File: config.mk
export PLATFORM = sky130hd
export DESIGN_NAME = rtc_trim_unit
export DESIGN_NICKNAME = d
export VERILOG_FILES = /design/src/rtl/rtc_trim_pkg.sv /design/src/rtl/trim_word_reg.sv /design/src/rtl/trim_window_timer.sv /design/src/rtl/trim_pulse_adjust.sv /design/src/rtl/rtc_trim_unit.sv
export SDC_FILE = /design/constraint.sdc
export NUM_CORES = 1
export LEC_CHECK = 0
export ABC_AREA = 0
export BUFFER_PORTS_ARGS = -buffer_cell sky130_fd_sc_hd__buf_4
export CAP_MARGIN = 20
export CELL_PAD_IN_SITES_DETAIL_PLACEMENT = 0
export CELL_PAD_IN_SITES_GLOBAL_PLACEMENT = 1
export CORE_AREA = 2 2 57 99
export CTS_CLUSTER_DIAMETER = 100
export DETAILED_ROUTE_END_ITERATION = 6
export DIE_AREA = 0 0 59 101
export HOLD_SLACK_MARGIN = 0.08
export MAX_ROUTING_LAYER = met4
export PLACE_DENSITY = 0.89
export SETUP_SLACK_MARGIN = 0.02
export SYNTH_ARGS = -nofsm -noshare
export SYNTH_HDL_FRONTEND = slang
export SYNTH_SLANG_ARGS = --single-unit
File: constraint.sdc
create_clock -name clk_i -period 7.7 [get_ports clk_i]
set_clock_uncertainty 0.05 [all_clocks]
set_input_delay 0.385 -clock clk_i [delete_from_list [all_inputs] [get_ports clk_i]]
set_output_delay 0.385 -clock clk_i [all_outputs]
set_load 0.02 [all_outputs]
File: src/rtl/rtc_trim_pkg.sv
package rtc_trim_pkg;

    localparam int unsigned CODE_W  = 6;
    localparam int unsigned PEND_W  = CODE_W + 1;

    typedef struct packed {
        logic              long_win;
        logic              remove;
        logic [CODE_W-1:0] code;
    } trim_word_t;

    typedef enum logic [1:0] {
        ADJ_NONE = 2'd0,
        ADJ_ADD  = 2'd1,
        ADJ_DROP = 2'd2
    } adj_mode_t;

    typedef struct packed {
        adj_mode_t         mode;
        logic [CODE_W-1:0] steps;
    } trim_cmd_t;

    function automatic trim_cmd_t decode_trim(input trim_word_t w);
        trim_cmd_t c;
        c.mode  = ADJ_NONE;
        c.steps = '0;
        if (w.code != '0) begin
            if (w.remove) begin
                c.mode  = ADJ_DROP;
                c.steps = (~w.code) + CODE_W'(1);
            end else begin
                c.steps = w.code - CODE_W'(1);
                c.mode  = (c.steps == '0) ? ADJ_NONE : ADJ_ADD;
            end
        end
        return c;
    endfunction

    function automatic logic [PEND_W-1:0] pulses_of(input trim_cmd_t c);
        return {c.steps, 1'b0};
    endfunction

endpackage

File: src/rtl/trim_word_reg.sv
module trim_word_reg
    import rtc_trim_pkg::*;
(
    input  logic       clk_i,
    input  logic       rst_i,
    input  logic       wr_en_i,
    input  trim_word_t wr_word_i,
    input  logic       win_end_i,
    output trim_word_t active_o,
    output trim_word_t next_o,
    output logic       busy_o
);

    trim_word_t pending_q;
    trim_word_t active_q;
    logic       busy_q;

    assign next_o   = busy_q ? pending_q : active_q;
    assign active_o = active_q;
    assign busy_o   = busy_q;

    always_ff @(posedge clk_i) begin
        if (rst_i) begin
            pending_q <= '0;
            active_q  <= '0;
            busy_q    <= 1'b0;
        end else begin
            if (win_end_i) begin
                active_q <= next_o;
                busy_q   <= 1'b0;
            end
            if (wr_en_i && !busy_q) begin
                pending_q <= wr_word_i;
                busy_q    <= 1'b1;
            end
        end
    end

    // accepted write raises busy
    p_accept_sets_busy_r6: assert property (@(posedge clk_i) disable iff (rst_i)
        (wr_en_i && !busy_q) |=> busy_q);

    // busy persists until a boundary
    p_busy_hold_r6: assert property (@(posedge clk_i) disable iff (rst_i)
        (busy_q && !win_end_i) |=> busy_q);

    // busy drops after the boundary
    p_busy_clear_r6: assert property (@(posedge clk_i) disable iff (rst_i)
        (busy_q && win_end_i) |=> !busy_q);

    // active trim only moves on a boundary
    p_active_steady_r6: assert property (@(posedge clk_i) disable iff (rst_i)
        !win_end_i |=> $stable(active_q));

    // writes while busy leave the parked word alone
    p_ignore_busy_write_r7: assert property (@(posedge clk_i) disable iff (rst_i)
        (busy_q && wr_en_i) |=> $stable(pending_q));

endmodule

File: src/rtl/trim_window_timer.sv
module trim_window_timer #(
    parameter int unsigned SHORT_LEN = 655360,
    parameter int unsigned LONG_LEN  = 1966080,
    parameter int unsigned CNT_W     = $clog2(LONG_LEN)
) (
    input  logic clk_i,
    input  logic rst_i,
    input  logic src_pulse_i,
    input  logic long_sel_i,
    output logic win_end_o
);

    localparam logic [CNT_W-1:0] SHORT_LAST = CNT_W'(SHORT_LEN - 1);
    localparam logic [CNT_W-1:0] LONG_LAST  = CNT_W'(LONG_LEN - 1);

    logic [CNT_W-1:0] cnt_q;
    logic [CNT_W-1:0] last_idx;

    assign last_idx  = long_sel_i ? LONG_LAST : SHORT_LAST;
    assign win_end_o = src_pulse_i && (cnt_q == last_idx);

    always_ff @(posedge clk_i) begin
        if (rst_i) begin
            cnt_q <= '0;
        end else if (src_pulse_i) begin
            cnt_q <= win_end_o ? '0 : cnt_q + CNT_W'(1);
        end
    end

    // position never passes the selected window length
    p_cnt_in_window_r2: assert property (@(posedge clk_i) disable iff (rst_i)
        cnt_q <= last_idx);

    // count restarts after every boundary
    p_restart_r2: assert property (@(posedge clk_i) disable iff (rst_i)
        win_end_o |=> (cnt_q == '0));

endmodule

File: src/rtl/trim_pulse_adjust.sv
module trim_pulse_adjust
    import rtc_trim_pkg::*;
(
    input  logic      clk_i,
    input  logic      rst_i,
    input  logic      src_pulse_i,
    input  logic      win_end_i,
    input  trim_cmd_t load_cmd_i,
    output logic      tick_nxt_o,
    output logic      tick_o
);

    adj_mode_t         mode_q;
    logic [PEND_W-1:0] rem_q;
    logic              owed;
    logic              tick_q;

    assign owed = (rem_q != '0);

    always_comb begin
        if (src_pulse_i)
            tick_nxt_o = !((mode_q == ADJ_DROP) && owed);
        else
            tick_nxt_o = (mode_q == ADJ_ADD) && owed;
    end

    assign tick_o = tick_q;

    always_ff @(posedge clk_i) begin
        if (rst_i) begin
            mode_q <= ADJ_NONE;
            rem_q  <= '0;
            tick_q <= 1'b0;
        end else begin
            tick_q <= tick_nxt_o;
            if (win_end_i) begin
                mode_q <= load_cmd_i.mode;
                rem_q  <= pulses_of(load_cmd_i);
            end else if (owed) begin
                if ((mode_q == ADJ_ADD) && !src_pulse_i)
                    rem_q <= rem_q - PEND_W'(1);
                else if ((mode_q == ADJ_DROP) && src_pulse_i)
                    rem_q <= rem_q - PEND_W'(1);
            end
        end
    end

    // no source and nothing owed means no tick next cycle
    p_no_spurious_tick_r8: assert property (@(posedge clk_i) disable iff (rst_i)
        (!src_pulse_i && !owed) |=> !tick_o);

    // an unaffected source pulse always yields a tick
    p_pulse_passes_r8: assert property (@(posedge clk_i) disable iff (rst_i)
        (src_pulse_i && (mode_q != ADJ_DROP)) |=> tick_o);

    // corrections are exhausted by the boundary
    p_drained_at_end_r9: assert property (@(posedge clk_i) disable iff (rst_i)
        win_end_i |-> !owed);

endmodule

File: src/rtl/rtc_trim_unit.sv
module rtc_trim_unit
    import rtc_trim_pkg::*;
#(
    parameter int unsigned PULSES_PER_SEC = 32768,
    parameter int unsigned SHORT_S        = 20,
    parameter int unsigned LONG_S         = 60
) (
    input  logic       clk_i,
    input  logic       rst_i,
    input  logic       src_pulse_i,
    input  logic       wr_en_i,
    input  logic [7:0] wr_data_i,
    output logic       tick_o,
    output logic       busy_o
);

    localparam int unsigned SHORT_LEN = PULSES_PER_SEC * SHORT_S;
    localparam int unsigned LONG_LEN  = PULSES_PER_SEC * LONG_S;
    localparam int unsigned CNT_W     = $clog2(LONG_LEN);
    localparam int unsigned TOT_W     = $clog2(LONG_LEN + 256) + 1;

    trim_word_t active_w;
    trim_word_t next_w;
    trim_cmd_t  next_cmd;
    logic       win_end;
    logic       tick_nxt;

    assign next_cmd = decode_trim(next_w);

    trim_word_reg u_word (
        .clk_i     (clk_i),
        .rst_i     (rst_i),
        .wr_en_i   (wr_en_i),
        .wr_word_i (trim_word_t'(wr_data_i)),
        .win_end_i (win_end),
        .active_o  (active_w),
        .next_o    (next_w),
        .busy_o    (busy_o)
    );

    trim_window_timer #(
        .SHORT_LEN (SHORT_LEN),
        .LONG_LEN  (LONG_LEN),
        .CNT_W     (CNT_W)
    ) u_timer (
        .clk_i       (clk_i),
        .rst_i       (rst_i),
        .src_pulse_i (src_pulse_i),
        .long_sel_i  (active_w.long_win),
        .win_end_o   (win_end)
    );

    trim_pulse_adjust u_adjust (
        .clk_i       (clk_i),
        .rst_i       (rst_i),
        .src_pulse_i (src_pulse_i),
        .win_end_i   (win_end),
        .load_cmd_i  (next_cmd),
        .tick_nxt_o  (tick_nxt),
        .tick_o      (tick_o)
    );

    // Self-check: ticks per window against length and trim
    logic [TOT_W-1:0] tot_q;
    logic [TOT_W-1:0] tot_expect;
    trim_cmd_t        act_cmd;

    assign act_cmd = decode_trim(active_w);

    always_comb begin
        tot_expect = active_w.long_win ? TOT_W'(LONG_LEN) : TOT_W'(SHORT_LEN);
        if (act_cmd.mode == ADJ_ADD)
            tot_expect = tot_expect + TOT_W'(pulses_of(act_cmd));
        else if (act_cmd.mode == ADJ_DROP)
            tot_expect = tot_expect - TOT_W'(pulses_of(act_cmd));
    end

    always_ff @(posedge clk_i) begin
        if (rst_i)
            tot_q <= '0;
        else if (win_end)
            tot_q <= '0;
        else if (tick_nxt)
            tot_q <= tot_q + TOT_W'(1);
    end

    // with R4 and R5: window tick total matches the trim
    p_window_total_r9: assert property (@(posedge clk_i) disable iff (rst_i)
        win_end |-> ((tot_q + TOT_W'(tick_nxt)) == tot_expect));

    // outputs idle right after reset
    p_reset_idle_r1: assert property (@(posedge clk_i)
        rst_i |=> (!tick_o && !busy_o));

endmodule

==> results of run 1 <==
cell type report:
class                           count  area [um2]  area share
Clock buffer                        5        68.8      0.0255
Multi-Input combinational cell    212        1380       0.510
Sequential cell                    48         961       0.356
Clock inverter                      3        90.1      0.0333
Inverter                            8        30.0      0.0111
Timing Repair Buffer               14         105      0.0389
Tap cell                           55        68.8      0.0255
cells by family (layout without fill, tap and decap cells):
group           Yosys count  in the layout  synth area share
mux                      19             19            0.0794
fa+ha+maj                 4              4            0.0205
compound gates           31             31            0.0892
xor+xnor                 33             33             0.118
flops                    48             48             0.394
simple gates            125            125             0.257
buf+inv                  21             30            0.0415
metal layers:
layer / vias to the layer above / routed length [um]
met5: - / 0
met4: 0 / 121
met3: 9 / 91
met2: 19 / 2870
met1: 920 / 1860
li1: 983 / -
per-stage QoR:
step           hold WS [ns]  setup slack [ns]  utilization  total power, mW
6_report              0.258              5.33        0.523            0.545
5_1_grt               0.280              5.16        0.523            0.560
4_1_cts               0.257              5.26        0.523            0.551
3_5_place_dp          0.413              5.29        0.492            0.303
3_3_place_gp          0.401              5.34        0.492            0.302
2_1_floorplan         0.388              5.09            -            0.292
cell usage after synthesis, types with 4 or more instances:
master and number:
nor2_1 47, clkbuf_1 4, o21ai_0 6, nand2_1 18, xor2_1 10, nor4_1 6
nand3_1 16, xnor2_1 23, ha_1 4, nor3_1 6, inv_1 8, buf_2 6
dfxtp_1 48, mux2i_1 18, and3_1 4, a21oi_1 11
final timing paths:
path	endpoint	cells after the start	slack [ns]
hold reg to reg	u_word.active_o[7]	2	0.43
hold / removal	u_word.pending_q[5]	3	0.26
setup reg to reg	u_adjust.rem_q[3]	6	5.33
setup / recovery	u_adjust.rem_q[3]	6	5.33
state kept, by name (all words and copies together), names as in the netlist:
signal            cells
u_adjust.mode_q       2
u_word.pending_q      8
u_adjust.rem_q        7
u_word.active_o       8
u_adjust.tick_o       1
u_word.busy_o         1
u_timer.cnt_q        21
worst register-to-register path: cells and delay by family, from the launching register on:
family	cells	cell delay, ns
and+or+nand+nor	3	1.27
DFF	1	0.37
AOI/OAI and AO/OA	2	0.36
adders and majority gates	1	0.18
power breakdown:
group | switching, mW | internal (mW)
Clock | 0.0860 | 0.162
Sequential | 0.00424 | 0.252
Combinational | 0.0214 | 0.0187
cell usage in the layout, fill, tap and decap left out, types with 4 or more instances in the layout:
master	synthesis	final
a21oi_1	11	11
and3_1	4	4
buf_4	2	14
clkbuf_8	0	5
dfxtp_1	48	48
ha_1	4	4
inv_1	8	8
mux2i_1	18	18
nand2_1	18	18
nand3_1	16	16
nor2_1	47	47
nor3_1	6	6
nor4_1	6	6
o21ai_0	6	6
xnor2_1	23	23
xor2_1	10	10
==> results.py, run 1 <==
metrics = {
    "status": {
        "status": "finished clean",
    },
    "global_route": {
        "grt_pass1_wl_um": 8360,
        "grt_use_met3": 0.0270,
        "grt.overflow.total": 0,
        "use_met2": 0.363,
        "antenna_found_initial": 0,
        "grt_pass1_vias": 1918,
        "top_usage_layer": "met2",
        "met1_usage": 0.174,
        "grt_util_all_layers": 0.188,
        "grt_max_degree": 31,
    },
    "clock_tree": {
        "cts_tree": "yes",
        "cts_hold_buffers": 0,
        "cts_num_sinks": 48,
        "htree_levels": 2,
        "insertion_delay_ns": 0.30,
        "cts-buffers-inserted": 5,
        "cts.path.max_buffers": 2,
        "path_clk_slew_ns": 0.09,
        "cts_resized": 0,
        "cts_root_buffer": "clkbuf_8",
        "cts_setup_buffers": 0,
    },
    "yosys": {
        "synth_area_leaders": "dfxtp_1 (39%), xnor2_1 (8.3%), mux2i_1 (7.4%)",
        "synth_cells": 281,
        "async_flop_share": 0,
        "synth-seq-cells": 48,
        "synth-seq-area-share": 0.394,
        "yosysWarnings": 0,
        "ys_types": 45,
        "syn_nets": 297,
        "netlist.top_cell.by_area": "dfxtp_1",
        "syn_area_um2": 2440,
        "synth-main-ff-cell": "dfxtp_1",
        "avgSynthCellArea_um2": 8.69,
        "synth_top_area_frac": 0.394,
        "synth-edff-count": 0,
    },
    "worst_setup_path": {
        "r2r_start": "u_timer.cnt_q[0]",
        "critPathArrivalTime_ns": 2.48,
        "crit_required_ns": 7.81,
        "critPathKind": "reg -> reg",
        "worstSetupStartpoint": "u_timer.cnt_q[0]",
        "worstPathMaxFanout": 22,
        "critPathTopFamily": "simple AND/OR/NAND/NOR gates",
        "critPathBufInv": 0,
        "max_stage_delay_ns": 0.70,
        "startpoint_type": "flip-flop",
        "crit_chain": "ha_1 -> and3_1 -> and4_4 -> o2111ai_4 -> or2b_1 -> o21ai_0",
        "worst_path_max_delay_cell": "or2b_1",
        "crit_path_end_kind": "flip-flop",
    },
    "routing": {
        "wirelength_um": 4950,
        "wl_per_cell_um": 14.3,
        "drtIter0Drc": 48,
        "vias": 1931,
        "first_pass_iters": 4,
        "ant_nets": 0,
        "viasPerCell": 5.60,
        "post-route-drc-count": 0,
    },
    "power": {
        "p_leak_nw": 0.954,
        "ir_drop_uv": 191,
        "p_per_area_nw_per_um2": 202,
    },
    "floorplanning": {
        "core_area_um2": 5170,
        "initial_core_util": 0.472,
        "num_rows": 35,
        "die_h_um": 101,
        "die_w_um": 59,
        "dieArea_um2": 5960,
        "io_pins": 14,
    },
    "cells_and_area": {
        "fillCellCount": 508,
        "drive_above_1_share": 0.100,
        "final_cells": 345,
        "nets": 305,
        "finish.instance_area_um2": 2700,
        "area_delta_synth_final_pct": 10.7,
        "num_antenna_cells": 0,
    },
    "placed_design": {
        "io_buffers": 13,
        "place_area_um2": 2540,
        "dp.cells": 337,
        "place_hpwl_um": 3620,
        "gp_congestion": 0.823,
    },
    "sta": {
        "rsz0062_at_grt": "no",
        "fin_tns_setup_ns": 0,
        "drv_slew": 0,
        "finalCritPeriodShare": 0.308,
        "setup_violations": 0,
        "min_period_ns": 2.37,
        "finalHoldViolCount": 0,
        "slew_headroom": 0.339,
        "fmax_ghz": 0.422,
        "tightest_slew_ns": 0.989,
    },
    "hold_path": {
        "hold_class": "in -> reg",
        "worstHoldStart": "wr_data_i[5]",
    },
    "job": {
        "maxCapViolations": 0,
    },
}
No activity file was read; power rests on OpenSTA's default activity.
==> run 2, diff against run 1 <==
--- a/config.mk
+++ b/config.mk
@@ -10,13 +10,13 @@
 export CAP_MARGIN = 20
 export CELL_PAD_IN_SITES_DETAIL_PLACEMENT = 0
 export CELL_PAD_IN_SITES_GLOBAL_PLACEMENT = 1
-export CORE_AREA = 2 2 57 99
+export CORE_AREA = 2 2 62 108
 export CTS_CLUSTER_DIAMETER = 100
 export DETAILED_ROUTE_END_ITERATION = 6
-export DIE_AREA = 0 0 59 101
+export DIE_AREA = 0 0 64 110
 export HOLD_SLACK_MARGIN = 0.08
 export MAX_ROUTING_LAYER = met4
-export PLACE_DENSITY = 0.89
+export PLACE_DENSITY = 0.81
 export SETUP_SLACK_MARGIN = 0.02
 export SYNTH_ARGS = -nofsm -noshare
 export SYNTH_HDL_FRONTEND = slang
==> constraint.sdc (replaced) <==
create_clock -name clk_i -period 2 [get_ports clk_i]
set_clock_uncertainty 0.05 [all_clocks]
set_input_delay 0.1 -clock clk_i [delete_from_list [all_inputs] [get_ports clk_i]]
set_output_delay 0.1 -clock clk_i [all_outputs]
set_load 0.02 [all_outputs]
==> run 2 against run 1 <==
Sequential power rose to 3.9 times the previous value. Core utilization shrank 4.2 points. Wire length increased by 3.3%. Final cell count grew 14%. Hold slack lost 0.15 ns. Maximum frequency rose by 26%. Clock power grew 140%. Critical path type unchanged.
==> results.py, run 2 (same netlist as run 1, synthesis figures left out) <==
metrics = {
    "power": {
        "netSwitchingPower_mw": 0.431,
        "p_sw_frac": 0.242,
        "p_total_mw": 1.79,
        "clockPowerShare": 0.339,
        "pwr-share-comb": 0.106,
        "p_per_area_nw_per_um2": 606,
        "cellInternalPower_mw": 1.35,
        "ir_drop_uv": 499,
        "p_leak_nw": 1.05,
        "pwr-share-seq": 0.555,
    },
    "clock_tree": {
        "cts_tree": "yes",
        "path_clk_slew_ns": 0.09,
        "cts.path.max_buffers": 2,
        "insertion_delay_ns": 0.31,
        "htree_levels": 2,
        "cts_root_buffer": "clkbuf_8",
        "cts_num_sinks": 48,
        "cts-buffers-inserted": 5,
    },
    "floorplanning": {
        "die_h_um": 110,
        "dieArea_um2": 7040,
        "initial_core_util": 0.398,
        "die_w_um": 64,
        "core_area_um2": 6130,
        "io_pins": 14,
        "num_rows": 38,
    },
    "routing": {
        "wirelength_um": 5110,
        "vias": 2020,
        "ant_nets": 0,
        "first_pass_iters": 4,
        "post-route-drc-count": 0,
        "wl_per_cell_um": 13.0,
        "viasPerCell": 5.14,
        "drtIter0Drc": 45,
    },
    "global_route": {
        "grt_pass1_wl_um": 8750,
        "grt_util_all_layers": 0.164,
        "grt.overflow.total": 0,
        "antenna_found_initial": 0,
        "grt_pass1_vias": 1966,
        "grt_max_degree": 31,
    },
    "worst_setup_path": {
        "crit_path_end_kind": "flip-flop",
        "crit_path_end": "u_adjust.mode_q[0]",
        "r2r_slack_ns": 0.12,
        "worstPathMaxFanout": 7,
        "startpoint_type": "flip-flop",
        "crit_required_ns": 2.16,
        "rr_endpoint": "u_adjust.mode_q[0]",
        "worstRegToRegCells": 7,
        "critPathKind": "reg -> reg",
        "critPathArrivalTime_ns": 2.04,
        "worstSetupStartpoint": "u_word.busy_o",
        "r2r_start": "u_word.busy_o",
    },
    "cells_and_area": {
        "drive_above_1_share": 0.160,
        "regMostFlops": "u_timer.cnt_q",
        "finish.instance_area_um2": 2950,
        "largest_reg_flops": 21,
        "num_antenna_cells": 0,
        "layout_common_cells": "nor2_1 (47), dfxtp_1 (47), buf_4 (27)",
        "area_delta_synth_final_pct": 20.8,
        "nets": 328,
    },
    "sta": {
        "drv_slew": 0,
        "tightest_slew_ns": 0.480,
        "finalCritPeriodShare": 0.939,
        "fmax_ghz": 0.533,
        "finalHoldViolCount": 0,
        "slew_headroom": 0.675,
        "min_period_ns": 1.88,
        "rsz0062_at_grt": "yes",
        "setup_violations": 0,
    },
    "placed_design": {
        "io_buffers": 13,
        "gp_congestion": 0.838,
        "place_hpwl_um": 3810,
        "place_area_um2": 2720,
    },
    "status": {
        "status": "finished clean",
    },
    "hold_path": {
        "hold_class": "in -> reg",
    },
    "job": {
        "maxCapViolations": 0,
    },
}
run 2: area by class of cell:
| cell class | instances | area [um2] |
|---|---|---|
| flip-flops and latches | 48 | 965 |
| repair buffers | 37 | 303 |
| clock inverters | 1 | 6.26 |
| multi-input cells | 212 | 1460 |
| clock buffers | 7 | 86.3 |
| fillers | 597 | 3180 |
| well taps | 80 | 100 |
| inverters | 8 | 30.0 |
run 2: metal layers:
metal	vias up	share of wire	GRT usage
met2	26	0.56	0.302
met5	-	0	-
li1	1033	-	-
met3	11	0.019	0.0284
met1	950	0.39	0.164
met4	0	0.027	0.0807
run 2: worst min path at each step:
stage | start | to | slack, ns | cells after the start
6_report | rst_i | u_word.pending_q[4] | 0.11 | 2
5_1_grt | rst_i | u_timer.cnt_q[10] | 0.13 | 2
4_1_cts | rst_i | u_word.pending_q[4] | 0.11 | 2
3_5_place_dp | wr_data_i[2] | u_word.pending_q[2] | 0.29 | 3
3_3_place_gp | wr_data_i[6] | u_word.pending_q[6] | 0.28 | 3
2_1_floorplan | wr_data_i[7] | u_word.pending_q[7] | 0.20 | 2
run 2: through the flow:
stage	setup TNS (ns)	hold WS [ns]	worst slack, ns	std cells	util
3_3_place_gp	0	0.282	0.114	373	0.443
2_1_floorplan	-0.579	0.197	-0.164	281	-
3_5_place_dp	0	0.291	0.0667	373	0.443
5_1_grt	-0.0378	0.125	-0.0378	393	0.481
6_report	0	0.105	0.123	393	0.481
4_1_cts	0	0.107	0.0597	391	0.475
run 2: what timing repair did:
item / 4_1_cts / 5_1_grt
hold endpoints to repair: 12 / 0
hold buffers: 10 / 0
endpoints found under the setup margin: 0 / 8
setup buffers: 0 / 2
resized for setup: 0 / 4
run 2: critical path, cell delays in order (launching register included):
cell     delay, ns
dfxtp_4       0.41
mux2i_4       0.26
ha_2          0.23
nor4b_4       0.21
or2_4         0.18
xor2_2        0.15
a31oi_1       0.11
a22o_1        0.18
run 2: power groups by stage:
stage                     registers (mW)  logic (mW)  clock network [mW]
after floorplan                     1.01       0.136                   0
after CTS                          0.993       0.189               0.631
after global placement              1.01       0.172                   0
after global routing               0.994       0.210               0.665
after detailed placement            1.02       0.173                   0
final                              0.991       0.189               0.606
